### config.mk
export PLATFORM = sky130hd
export DESIGN_NAME = tw_word_slave
export DESIGN_NICKNAME = d
export VERILOG_FILES = /design/src/rtl/tw_pkg.sv /design/src/rtl/tw_line_sync.sv /design/src/rtl/tw_regfile.sv /design/src/rtl/tw_word_slave.sv
export SDC_FILE = /design/constraint.sdc
export NUM_CORES = 1
export LEC_CHECK = 0
export BUFFER_PORTS_ARGS = -buffer_cell sky130_fd_sc_hd__buf_2
export CAP_MARGIN = 10
export CORE_MARGIN = 1.5
export CORE_UTILIZATION = 60
export CTS_CLUSTER_DIAMETER = 120
export CTS_CLUSTER_SIZE = 40
export DETAILED_ROUTE_END_ITERATION = 6
export PLACE_DENSITY = 0.85
export SYNTH_ARGS = -nofsm -noshare
export SYNTH_HDL_FRONTEND = slang
export SYNTH_HIERARCHICAL = 1
export SYNTH_SLANG_ARGS = --single-unit
### constraint.sdc
create_clock -name clk_i -period 4.6 [get_ports clk_i]
set_clock_uncertainty 0.05 [all_clocks]
set_input_delay 0.92 -clock clk_i [delete_from_list [all_inputs] [get_ports clk_i]]
set_output_delay 0.92 -clock clk_i [all_outputs]
set_load 0.005 [all_outputs]
### src/rtl/tw_pkg.sv
package tw_pkg;
  typedef enum logic [2:0] {
    ST_IDLE, ST_DEV, ST_AHI, ST_ALO, ST_WHI, ST_WLO, ST_RD, ST_SKIP
  } tw_state_e;
endpackage

### src/rtl/tw_line_sync.sv
module tw_line_sync #(
  parameter int STAGES = 2
) (
  input  logic clk_i,
  input  logic rst_ni,
  input  logic scl_i,
  input  logic sda_i,
  output logic scl_o,
  output logic sda_o,
  output logic scl_rise_o,
  output logic scl_fall_o,
  output logic start_o,
  output logic stop_o
);
  logic [STAGES-1:0] scl_ff, sda_ff;
  logic scl_q, sda_q;

  // idle bus is high: reset to 1 so no false edge after reset
  always_ff @(posedge clk_i or negedge rst_ni) begin
    if (!rst_ni) begin
      scl_ff <= '1;
      sda_ff <= '1;
      scl_q  <= 1'b1;
      sda_q  <= 1'b1;
    end else begin
      scl_ff <= {scl_ff[STAGES-2:0], scl_i};
      sda_ff <= {sda_ff[STAGES-2:0], sda_i};
      scl_q  <= scl_ff[STAGES-1];
      sda_q  <= sda_ff[STAGES-1];
    end
  end

  assign scl_o      = scl_ff[STAGES-1];
  assign sda_o      = sda_ff[STAGES-1];
  assign scl_rise_o = scl_o & ~scl_q;
  assign scl_fall_o = ~scl_o & scl_q;
  assign start_o    = scl_o & scl_q & sda_q & ~sda_o;
  assign stop_o     = scl_o & scl_q & ~sda_q & sda_o;
endmodule

### src/rtl/tw_regfile.sv
module tw_regfile #(
  parameter int DEPTH = 16,
  parameter int DW    = 16,
  localparam int AW   = (DEPTH > 1) ? $clog2(DEPTH) : 1
) (
  input  logic          clk_i,
  input  logic          rst_ni,
  input  logic          we_i,
  input  logic [AW-1:0] waddr_i,
  input  logic [DW-1:0] wdata_i,
  input  logic [AW-1:0] raddr_i,
  output logic [DW-1:0] rdata_o
);
  logic [DW-1:0] mem_q [DEPTH];

  always_ff @(posedge clk_i or negedge rst_ni) begin
    if (!rst_ni) begin
      for (int i = 0; i < DEPTH; i++) mem_q[i] <= '0;
    end else if (we_i) begin
      mem_q[waddr_i] <= wdata_i;
    end
  end

  assign rdata_o = mem_q[raddr_i];
endmodule

### src/rtl/tw_word_slave.sv
module tw_word_slave
  import tw_pkg::*;
#(
  parameter logic [6:0] DEV_ADDR    = 7'h48,
  parameter int         DEPTH       = 16,
  parameter int         SYNC_STAGES = 2
) (
  input  logic clk_i,
  input  logic rst_ni,
  input  logic scl_i,
  input  logic sda_i,
  output logic sda_oe_o
);
  localparam int AW = (DEPTH > 1) ? $clog2(DEPTH) : 1;

  logic scl_s, sda_s, scl_rise, scl_fall, start_w, stop_w;

  tw_line_sync #(.STAGES(SYNC_STAGES)) u_sync (
    .clk_i, .rst_ni, .scl_i, .sda_i,
    .scl_o(scl_s), .sda_o(sda_s), .scl_rise_o(scl_rise),
    .scl_fall_o(scl_fall), .start_o(start_w), .stop_o(stop_w)
  );

  tw_state_e     state_q;
  logic [3:0]    cnt_q;      // SCL rises seen in this byte frame, 0..9
  logic [7:0]    shreg_q, tx_q, addr_hi_q, data_hi_q;
  logic          dir_q, nack_q, rd_lo_q, oe_q;
  logic [AW-1:0] ptr_q, ptr_inc, raddr;
  logic [15:0]   rdata;
  logic          wen;
  logic [2:0]    bit_idx;
  logic          active;

  assign ptr_inc = ptr_q + AW'(1);
  assign raddr   = (state_q == ST_RD && rd_lo_q) ? ptr_inc : ptr_q;
  assign wen     = scl_fall && cnt_q == 4'd8 && state_q == ST_WLO;
  assign bit_idx = 3'(4'd7 - cnt_q);
  assign active  = state_q != ST_IDLE && state_q != ST_SKIP;

  tw_regfile #(.DEPTH(DEPTH), .DW(16)) u_rf (
    .clk_i, .rst_ni,
    .we_i(wen), .waddr_i(ptr_q), .wdata_i({data_hi_q, shreg_q}),
    .raddr_i(raddr), .rdata_o(rdata)
  );

  always_ff @(posedge clk_i or negedge rst_ni) begin
    if (!rst_ni) begin
      state_q   <= ST_IDLE;
      cnt_q     <= '0;
      shreg_q   <= '0;
      tx_q      <= '0;
      addr_hi_q <= '0;
      data_hi_q <= '0;
      dir_q     <= 1'b0;
      nack_q    <= 1'b0;
      rd_lo_q   <= 1'b0;
      oe_q      <= 1'b0;
      ptr_q     <= '0;
    end else if (start_w) begin
      state_q <= ST_DEV;
      cnt_q   <= '0;
      rd_lo_q <= 1'b0;
      oe_q    <= 1'b0;
    end else if (stop_w) begin
      state_q <= ST_IDLE;
      cnt_q   <= '0;
      oe_q    <= 1'b0;
    end else if (active && scl_rise) begin
      if (cnt_q < 4'd8)  shreg_q <= {shreg_q[6:0], sda_s};
      if (cnt_q == 4'd8) nack_q  <= sda_s;
      if (cnt_q < 4'd9)  cnt_q   <= cnt_q + 4'd1;
    end else if (active && scl_fall) begin
      if (cnt_q == 4'd8) begin
        // byte complete: set up the acknowledge slot
        unique case (state_q)
          ST_DEV: begin
            if (shreg_q[7:1] == DEV_ADDR) begin
              oe_q  <= 1'b1;
              dir_q <= shreg_q[0];
            end else begin
              state_q <= ST_SKIP;
            end
          end
          ST_AHI: begin addr_hi_q <= shreg_q; oe_q <= 1'b1; end
          ST_ALO: begin ptr_q <= AW'({addr_hi_q, shreg_q}); oe_q <= 1'b1; end
          ST_WHI: begin data_hi_q <= shreg_q; oe_q <= 1'b1; end
          ST_WLO: begin ptr_q <= ptr_inc; oe_q <= 1'b1; end
          ST_RD:  oe_q <= 1'b0;
          default: ;
        endcase
      end else if (cnt_q == 4'd9) begin
        // acknowledge slot over
        cnt_q <= '0;
        oe_q  <= 1'b0;
        unique case (state_q)
          ST_DEV: begin
            if (dir_q) begin
              state_q <= ST_RD;
              tx_q    <= rdata[15:8];
              rd_lo_q <= 1'b0;
              oe_q    <= ~rdata[15];
            end else begin
              state_q <= ST_AHI;
            end
          end
          ST_AHI: state_q <= ST_ALO;
          ST_ALO: state_q <= ST_WHI;
          ST_WHI: state_q <= ST_WLO;
          ST_WLO: state_q <= ST_WHI;
          ST_RD: begin
            if (rd_lo_q) ptr_q <= ptr_inc;
            if (nack_q) begin
              state_q <= ST_SKIP;
            end else if (rd_lo_q) begin
              tx_q    <= rdata[15:8];
              oe_q    <= ~rdata[15];
              rd_lo_q <= 1'b0;
            end else begin
              tx_q    <= rdata[7:0];
              oe_q    <= ~rdata[7];
              rd_lo_q <= 1'b1;
            end
          end
          default: ;
        endcase
      end else if (cnt_q != 4'd0 && state_q == ST_RD) begin
        oe_q <= ~tx_q[bit_idx];
      end
    end
  end

  assign sda_oe_o = oe_q;

  assert_oe_scl_low_R11: assert property (@(posedge clk_i) disable iff (!rst_ni)
    (sda_oe_o != $past(sda_oe_o)) |-> !scl_s);

  assert_skip_quiet_R1: assert property (@(posedge clk_i) disable iff (!rst_ni)
    (state_q == ST_SKIP) |-> !sda_oe_o);

  assert_ack_slot_R2: assert property (@(posedge clk_i) disable iff (!rst_ni)
    (scl_s && cnt_q == 4'd9 &&
     (state_q == ST_DEV || state_q == ST_AHI || state_q == ST_ALO ||
      state_q == ST_WHI || state_q == ST_WLO)) |-> sda_oe_o);

  assert_start_abort_R10: assert property (@(posedge clk_i) disable iff (!rst_ni)
    start_w |=> (state_q == ST_DEV && cnt_q == 4'd0));

  assert_ptr_step_R9: assert property (@(posedge clk_i) disable iff (!rst_ni)
    ($past(state_q) != ST_ALO && ptr_q != $past(ptr_q)) |->
      ptr_q == $past(ptr_q) + AW'(1));
endmodule

==> results of run 1 <==
-- synthesized netlist by cell type, types with 5 or more instances --
library cell and instances:
buf_6 5, a22oi_1 32, nor3_2 6, nor2_2 5, nand3_1 7, mux4_2 66
o21ai_0 15, dfrtp_1 295, mux2_2 266, nor2_1 16, mux2i_1 11, buf_4 7
nor2b_1 6, buf_2 25, mux2_4 10, clkbuf_1 28, dfstp_2 6, nand2_1 39
nand3b_1 5, inv_1 5, a21oi_1 7, nand2b_1 7, nor3_1 9
-- layout make-up --
type                    count  share of cell area, %
clock buffers              14                   1.95
clock inverters             1                  0.136
inverters                   5                  0.128
multi-input cells         567                   42.1
flip-flops and latches    301                   51.3
well taps                 313                   2.66
repair buffers             30                   1.79
-- state kept, by name, indices dropped and copies added, names as in the netlist --
signal / count
u_sync/sda_ff: 2
ptr_q: 4
cnt_q: 4
u_rf/mem_q: 256
dir_q: 1
state_q: 3
u_sync/scl_ff: 2
nack_q: 1
shreg_q: 8
tx_q: 8
sda_oe_o: 1
u_sync/sda_q: 1
u_sync/scl_q: 1
data_hi_q: 8
rd_lo_q: 1
-- critical path, cell delays in order (launching register included) --
cell and delay, ns:
dfrtp_1 0.78, nand4b_1 0.40, mux2_2 0.79, buf_12 0.31, mux4_2 0.33, a22oi_1 0.39
nand2_1 0.14, mux2i_1 0.16, o21ai_0 0.09
-- placed cells by master, fill, tap and decap left out, types with 7 or more instances in the layout --
cell type	synthesis	routed
mux2_2	266	266
buf_4	7	23
mux4_2	66	66
mux2_4	10	10
dfrtp_1	295	295
nor2_1	16	16
clkbuf_16	0	11
a21oi_1	7	7
o21ai_0	15	15
a22oi_1	32	32
nand2b_1	7	7
nand2_1	39	39
nand3_1	7	7
nor3_1	9	9
mux2i_1	11	11
-- cells by family (layout without fill, tap and decap cells) --
kind of cell / after synthesis / count (layout) / synth area share [%]
mux: 353 / 353 / 33.6
flops: 301 / 301 / 53.4
simple gates: 131 / 131 / 5.70
compound gates: 75 / 75 / 3.88
buf+inv: 74 / 50 / 2.76
fa+ha+maj: 4 / 4 / 0.355
xor+xnor: 4 / 4 / 0.248
-- power groups by stage --
stage / combinational, mW / sequential [mW] / clock [mW]
finish: 0.160 / 2.89 / 1.24
global route: 0.182 / 2.90 / 1.37
CTS: 0.165 / 2.89 / 1.28
detailed placement: 0.162 / 2.93 / 0
global placement: 0.157 / 2.93 / 0
floorplan: 0.147 / 2.79 / 0
-- worst max-delay path by stage --
stage | slack [ns] | end | depth (start not counted)
final | 1.0 | tx_q[1]$_DFFE_PN0P_ | 8
after detailed placement | 1.04 | tx_q[1]$_DFFE_PN0P_ | 8
after CTS | 1.0 | tx_q[1]$_DFFE_PN0P_ | 8
after floorplan | 1.44 | u_rf/mem_q[117]$_DFFE_PN0P_ | 8
after global routing | 0.73 | tx_q[1]$_DFFE_PN0P_ | 8
after global placement | 1.18 | tx_q[1]$_DFFE_PN0P_ | 8
-- per-stage QoR --
step / instance area (sq um) / hold slack [ns] / setup WS [ns] / total power [mW]
2_1_floorplan: 14100 / 0.295 / 1.44 / 2.94
3_3_place_gp: 14400 / 0.296 / 1.18 / 3.09
3_5_place_dp: 14400 / 0.301 / 1.04 / 3.10
4_1_cts: 14700 / 0.320 / 0.996 / 4.33
5_1_grt: 14700 / 0.321 / 0.727 / 4.45
6_report: 14700 / 0.319 / 0.998 / 4.29
-- metal layers --
layer	up-vias	track usage, %
li1	3427	-
met1	4320	36.7
met2	201	42.3
met3	58	3.90
met4	0	8.84
met5	-	0
==> results.toml, run 1 <==
[logic_synthesis]
netlist_top_cells_area = "dfrtp_1 (52%), mux2_2 (21%), mux4_2 (11%), a22oi_1 (1.7%), dfstp_2 (1.1%)"
synthDistinctLibCells = 61
netlist_area_sq_um = 14100
syn-num-nets = 950
ys_async_sr_fraction_pct = 100
syn_inst = 942
synth.yosys.warnings = 6
synth_top_cell_area_share_pct = 52.3
synth_seq_cells = 301
synthFlopType = "dfrtp_1"
avgSynthCellArea_sq_um = 15.0
synth-seq-area-share_pct = 53.4
synth_edf_count = 0
synth.largest_area_cell = "dfrtp_1"

[outcome]
outcome = "finished, final reports clean"

[critical_path]
rr_endpoint = "tx_q[1]$_DFFE_PN0P_"
rr_startpoint = "state_q[2]$_DFFE_PN0P_"
criticalPathCategory = "reg -> reg"
cp-startpoint = "state_q[2]$_DFFE_PN0P_"
r2r_cells = 8
critPathLaunchType = "flip-flop"
critical_path_required_ns = 4.91
endpoint_kind = "flip-flop"
rrSetupSlack_ns = 1.0
crit_fanout = 32
worstPathArrival_ns = 3.92

[power_and_ir_drop]
vdd_drop_max_mv = 0.416
p_sw_mw = 1.09
seq_power_share_pct = 67.3
p_int_mw = 3.20
p_leak_nw = 6.83
powerDensity_nw_per_um2 = 292
clock_power_share_pct = 28.9
power_frac_comb_pct = 3.7
swShare_pct = 25.4

[detailed_routing]
met1_length_um = 13000
via_per_inst = 6.50
vias = 8006
ant_nets = 0
wl_per_cell_um = 24.6
drc_errors = 0
wl_um = 30300
top_layer = "met4"
wl_met2_um = 14800
drtIter0Drc = 657
dr.pass1.iters = 5
routed-wl-met3_um = 1540

[floorplanning]
die_h_um = 156
die_w_um = 156
rows = 55
boundaryPins = 5
core_sq_um = 22800
dieArea_sq_um = 24400
initial_core_util_pct = 61.7

[final_layout]
fillCellCount = 1656
nets = 924
ff_latch_area_sq_um = 7540
finalNonFillerCells = 1231
fin_util_pct = 64.4
synthToLayoutAreaGrowth_pct = 4.24
n_antenna_cell = 0
multi_input_area_sq_um = 6190
drive_gt1_share_pct = 45.8

[cts]
h-tree-depth = 1
clk_pin_slew_ns = 0.15
clockBufferDepth = 3
hold_buffers = 0
clock_latency_ns = 0.51
cts_num_sinks = 301
root_buffer = "clkbuf_16"
cts-resized-gates = 0
cts_tree = "built"
cts_setup_buffers = 0
numCtsBuffers = 11

[placement]
dp_hpwl_um = 18900
gp_congestion = 0.912
dp.cells = 1216
io_buffers = 4

[min_path]
hp-start = "u_sync/scl_ff[0]$_DFF_PN1_"
hold_depth = 0
hold_end = "u_sync/scl_ff[1]$_DFF_PN1_"
hold_class = "reg -> reg"

[grt]
grt_overflow_total = 0
grt_max_degree = 106
grt_pass1_vias = 8294
antenna_found_initial = 0
grt_pass1_wl_um = 48300
grt_use_total_pct = 26.1

[timing]
setup_viol_count_final = 0
final-max-slew-violation-count = 0
rsz0062_at_grt = "no"
setup_tns_ns = 0
period_needed_ns = 3.60
fmax_ghz = 0.278
hold_viol_final = 0
tightest_slew_ns = 1.01
maxSlewHeadroom_pct = 32.5
period_share_pct = 78.3

[run]
max_cap_violations = 0
(Power assumes the default switching activity.)
==> run 2, diff against run 1 <==
==> constraint.sdc (replaced) <==
create_clock -name clk_i -period 3.5 [get_ports clk_i]
set_clock_uncertainty 0.05 [all_clocks]
set_input_delay 0.7 -clock clk_i [delete_from_list [all_inputs] [get_ports clk_i]]
set_output_delay 0.7 -clock clk_i [all_outputs]
set_load 0.005 [all_outputs]
==> results.toml, run 2 (synthesis gave the netlist of run 1 again) <==
[timing]
rsz0062_at_grt = "no"
setup_tns_ns = 0
period_needed_ns = 3.29
period_share_pct = 94.0
fmax_ghz = 0.304
tightest_slew_ns = 0.884
setup_viol_count_final = 0
maxSlewHeadroom_pct = 41.1
hold_viol_final = 0
final-max-slew-violation-count = 0

[final_layout]
synthToLayoutAreaGrowth_pct = 5.20
nets = 936
n_antenna_cell = 0
largest-register = "u_rf/mem_q"
layout_common_cells = "dfrtp_1 (295), mux2_2 (266), mux4_2 (66)"
final_common_cell = "dfrtp_1"
drive_gt1_share_pct = 46.4
largest_reg_flops = 256
fillCellCount = 1643

[critical_path]
critPathLaunchType = "flip-flop"
crit_fanout = 26
rr_endpoint = "tx_q[6]$_DFFE_PN0P_"
rr_startpoint = "state_q[0]$_DFFE_PN0P_"
cp-startpoint = "state_q[0]$_DFFE_PN0P_"
rrSetupSlack_ns = 0.21
criticalPathCategory = "reg -> reg"
critical_path_required_ns = 3.81
worstPathArrival_ns = 3.60
r2r_cells = 9
endpoint_kind = "flip-flop"
endpoint = "tx_q[6]$_DFFE_PN0P_"

[power_and_ir_drop]
p_leak_nw = 6.91
powerDensity_nw_per_um2 = 381
clock_power_share_pct = 29.2
seq_power_share_pct = 67.2
power_frac_comb_pct = 3.7
vdd_drop_max_mv = 0.293
swShare_pct = 25.3
p_int_mw = 4.22
p_sw_mw = 1.43
power_mw = 5.65

[placement]
dp_hpwl_um = 18800
gp_congestion = 0.906
io_buffers = 4

[grt]
grt_overflow_total = 0
antenna_found_initial = 0
grt_use_total_pct = 26.3
grt_max_degree = 95
grt_pass1_vias = 8485
grt_pass1_wl_um = 49000

[cts]
clockBufferDepth = 3
h-tree-depth = 1
hold_buffers = 0
cts-resized-gates = 0
cts_num_sinks = 301
clock_latency_ns = 0.51
cts_tree = "built"
clk_pin_slew_ns = 0.15
cts_setup_buffers = 0
root_buffer = "clkbuf_16"
numCtsBuffers = 11

[outcome]
outcome = "finished, final reports clean"

[detailed_routing]
wl_um = 30300
wl_per_cell_um = 24.3
drtIter0Drc = 705
via_per_inst = 6.48
dr.pass1.iters = 5
vias = 8068
drc_errors = 0
ant_nets = 0

[floorplanning]
initial_core_util_pct = 61.7
dieArea_sq_um = 24400
rows = 55
boundaryPins = 5
die_h_um = 156
core_sq_um = 22800
die_w_um = 156

[min_path]
hold_class = "in -> async"

[run]
max_cap_violations = 0
==> run 2: layout make-up <==
cell class                      instances  area (sq um)  share of cell area [%]
Clock buffer                           16           294                    1.98
Clock inverter                          1          20.0                   0.135
Sequential cell                       301          7540                    50.8
Inverter                                5          18.8                   0.126
Tap cell                              313           392                    2.64
Multi-Input combinational cell        567          6190                    41.7
Timing Repair Buffer                   42           390                    2.63
==> run 2: worst min path at each step <==
stage,cells past startpoint,end,from
finish,1,u_rf/mem_q[240]$_DFFE_PN0P_,rst_ni
floorplan,0,u_sync/scl_ff[1]$_DFF_PN1_,u_sync/scl_ff[0]$_DFF_PN1_
detailed placement,0,u_sync/scl_ff[1]$_DFF_PN1_,u_sync/scl_ff[0]$_DFF_PN1_
global route,1,u_rf/mem_q[194]$_DFFE_PN0P_,rst_ni
CTS,1,u_rf/mem_q[227]$_DFFE_PN0P_,rst_ni
global placement,0,u_sync/scl_ff[1]$_DFF_PN1_,u_sync/scl_ff[0]$_DFF_PN1_
==> run 2: metal layers <==
layer | vias to the layer above | share of wire (%) | wire length (um) | global-route usage (%)
met5 | - | 0 | 0 | 0
met4 | 0 | 2.3 | 692 | 7.44
met3 | 54 | 5.3 | 1620 | 3.24
met2 | 239 | 50 | 15000 | 43.2
met1 | 4299 | 43 | 12900 | 37.4
li1 | 3476 | - | - | -
==> run 2: worst max-delay path, cell delays in order, from the launching register on <==
cell      delay (ns)
dfrtp_1         0.54
nand4b_1        0.39
xnor2_2         0.29
buf_12          0.28
buf_4           0.31
mux4_2          0.53
a22oi_1         0.34
nand2_1         0.10
mux2i_1         0.17
o21ai_0         0.10
==> run 2: power groups by stage <==
stage | Sequential [mW] | Clock [mW] | Combinational, mW
after floorplan | 3.66 | 0 | 0.194
after global placement | 3.85 | 0 | 0.209
after detailed placement | 3.86 | 0 | 0.211
after CTS | 3.79 | 1.69 | 0.212
after global routing | 3.82 | 1.80 | 0.236
final | 3.79 | 1.65 | 0.208
==> run 2: per-stage QoR <==
| step | std cells | hold slack [ns] | instance area (sq um) | utilization (%) | setup slack, ns |
|---|---|---|---|---|---|
| after floorplan | 942 | 0.295 | 14100 | - | 0.336 |
| after global placement | 1228 | 0.298 | 14500 | 63.6 | 0.376 |
| after detailed placement | 1228 | 0.299 | 14500 | 63.6 | 0.273 |
| after CTS | 1245 | 0.114 | 14800 | 65.0 | 0.191 |
| after global routing | 1245 | 0.119 | 14800 | 65.0 | 0.0340 |
| final | 1245 | 0.0851 | 14800 | 65.0 | 0.211 |
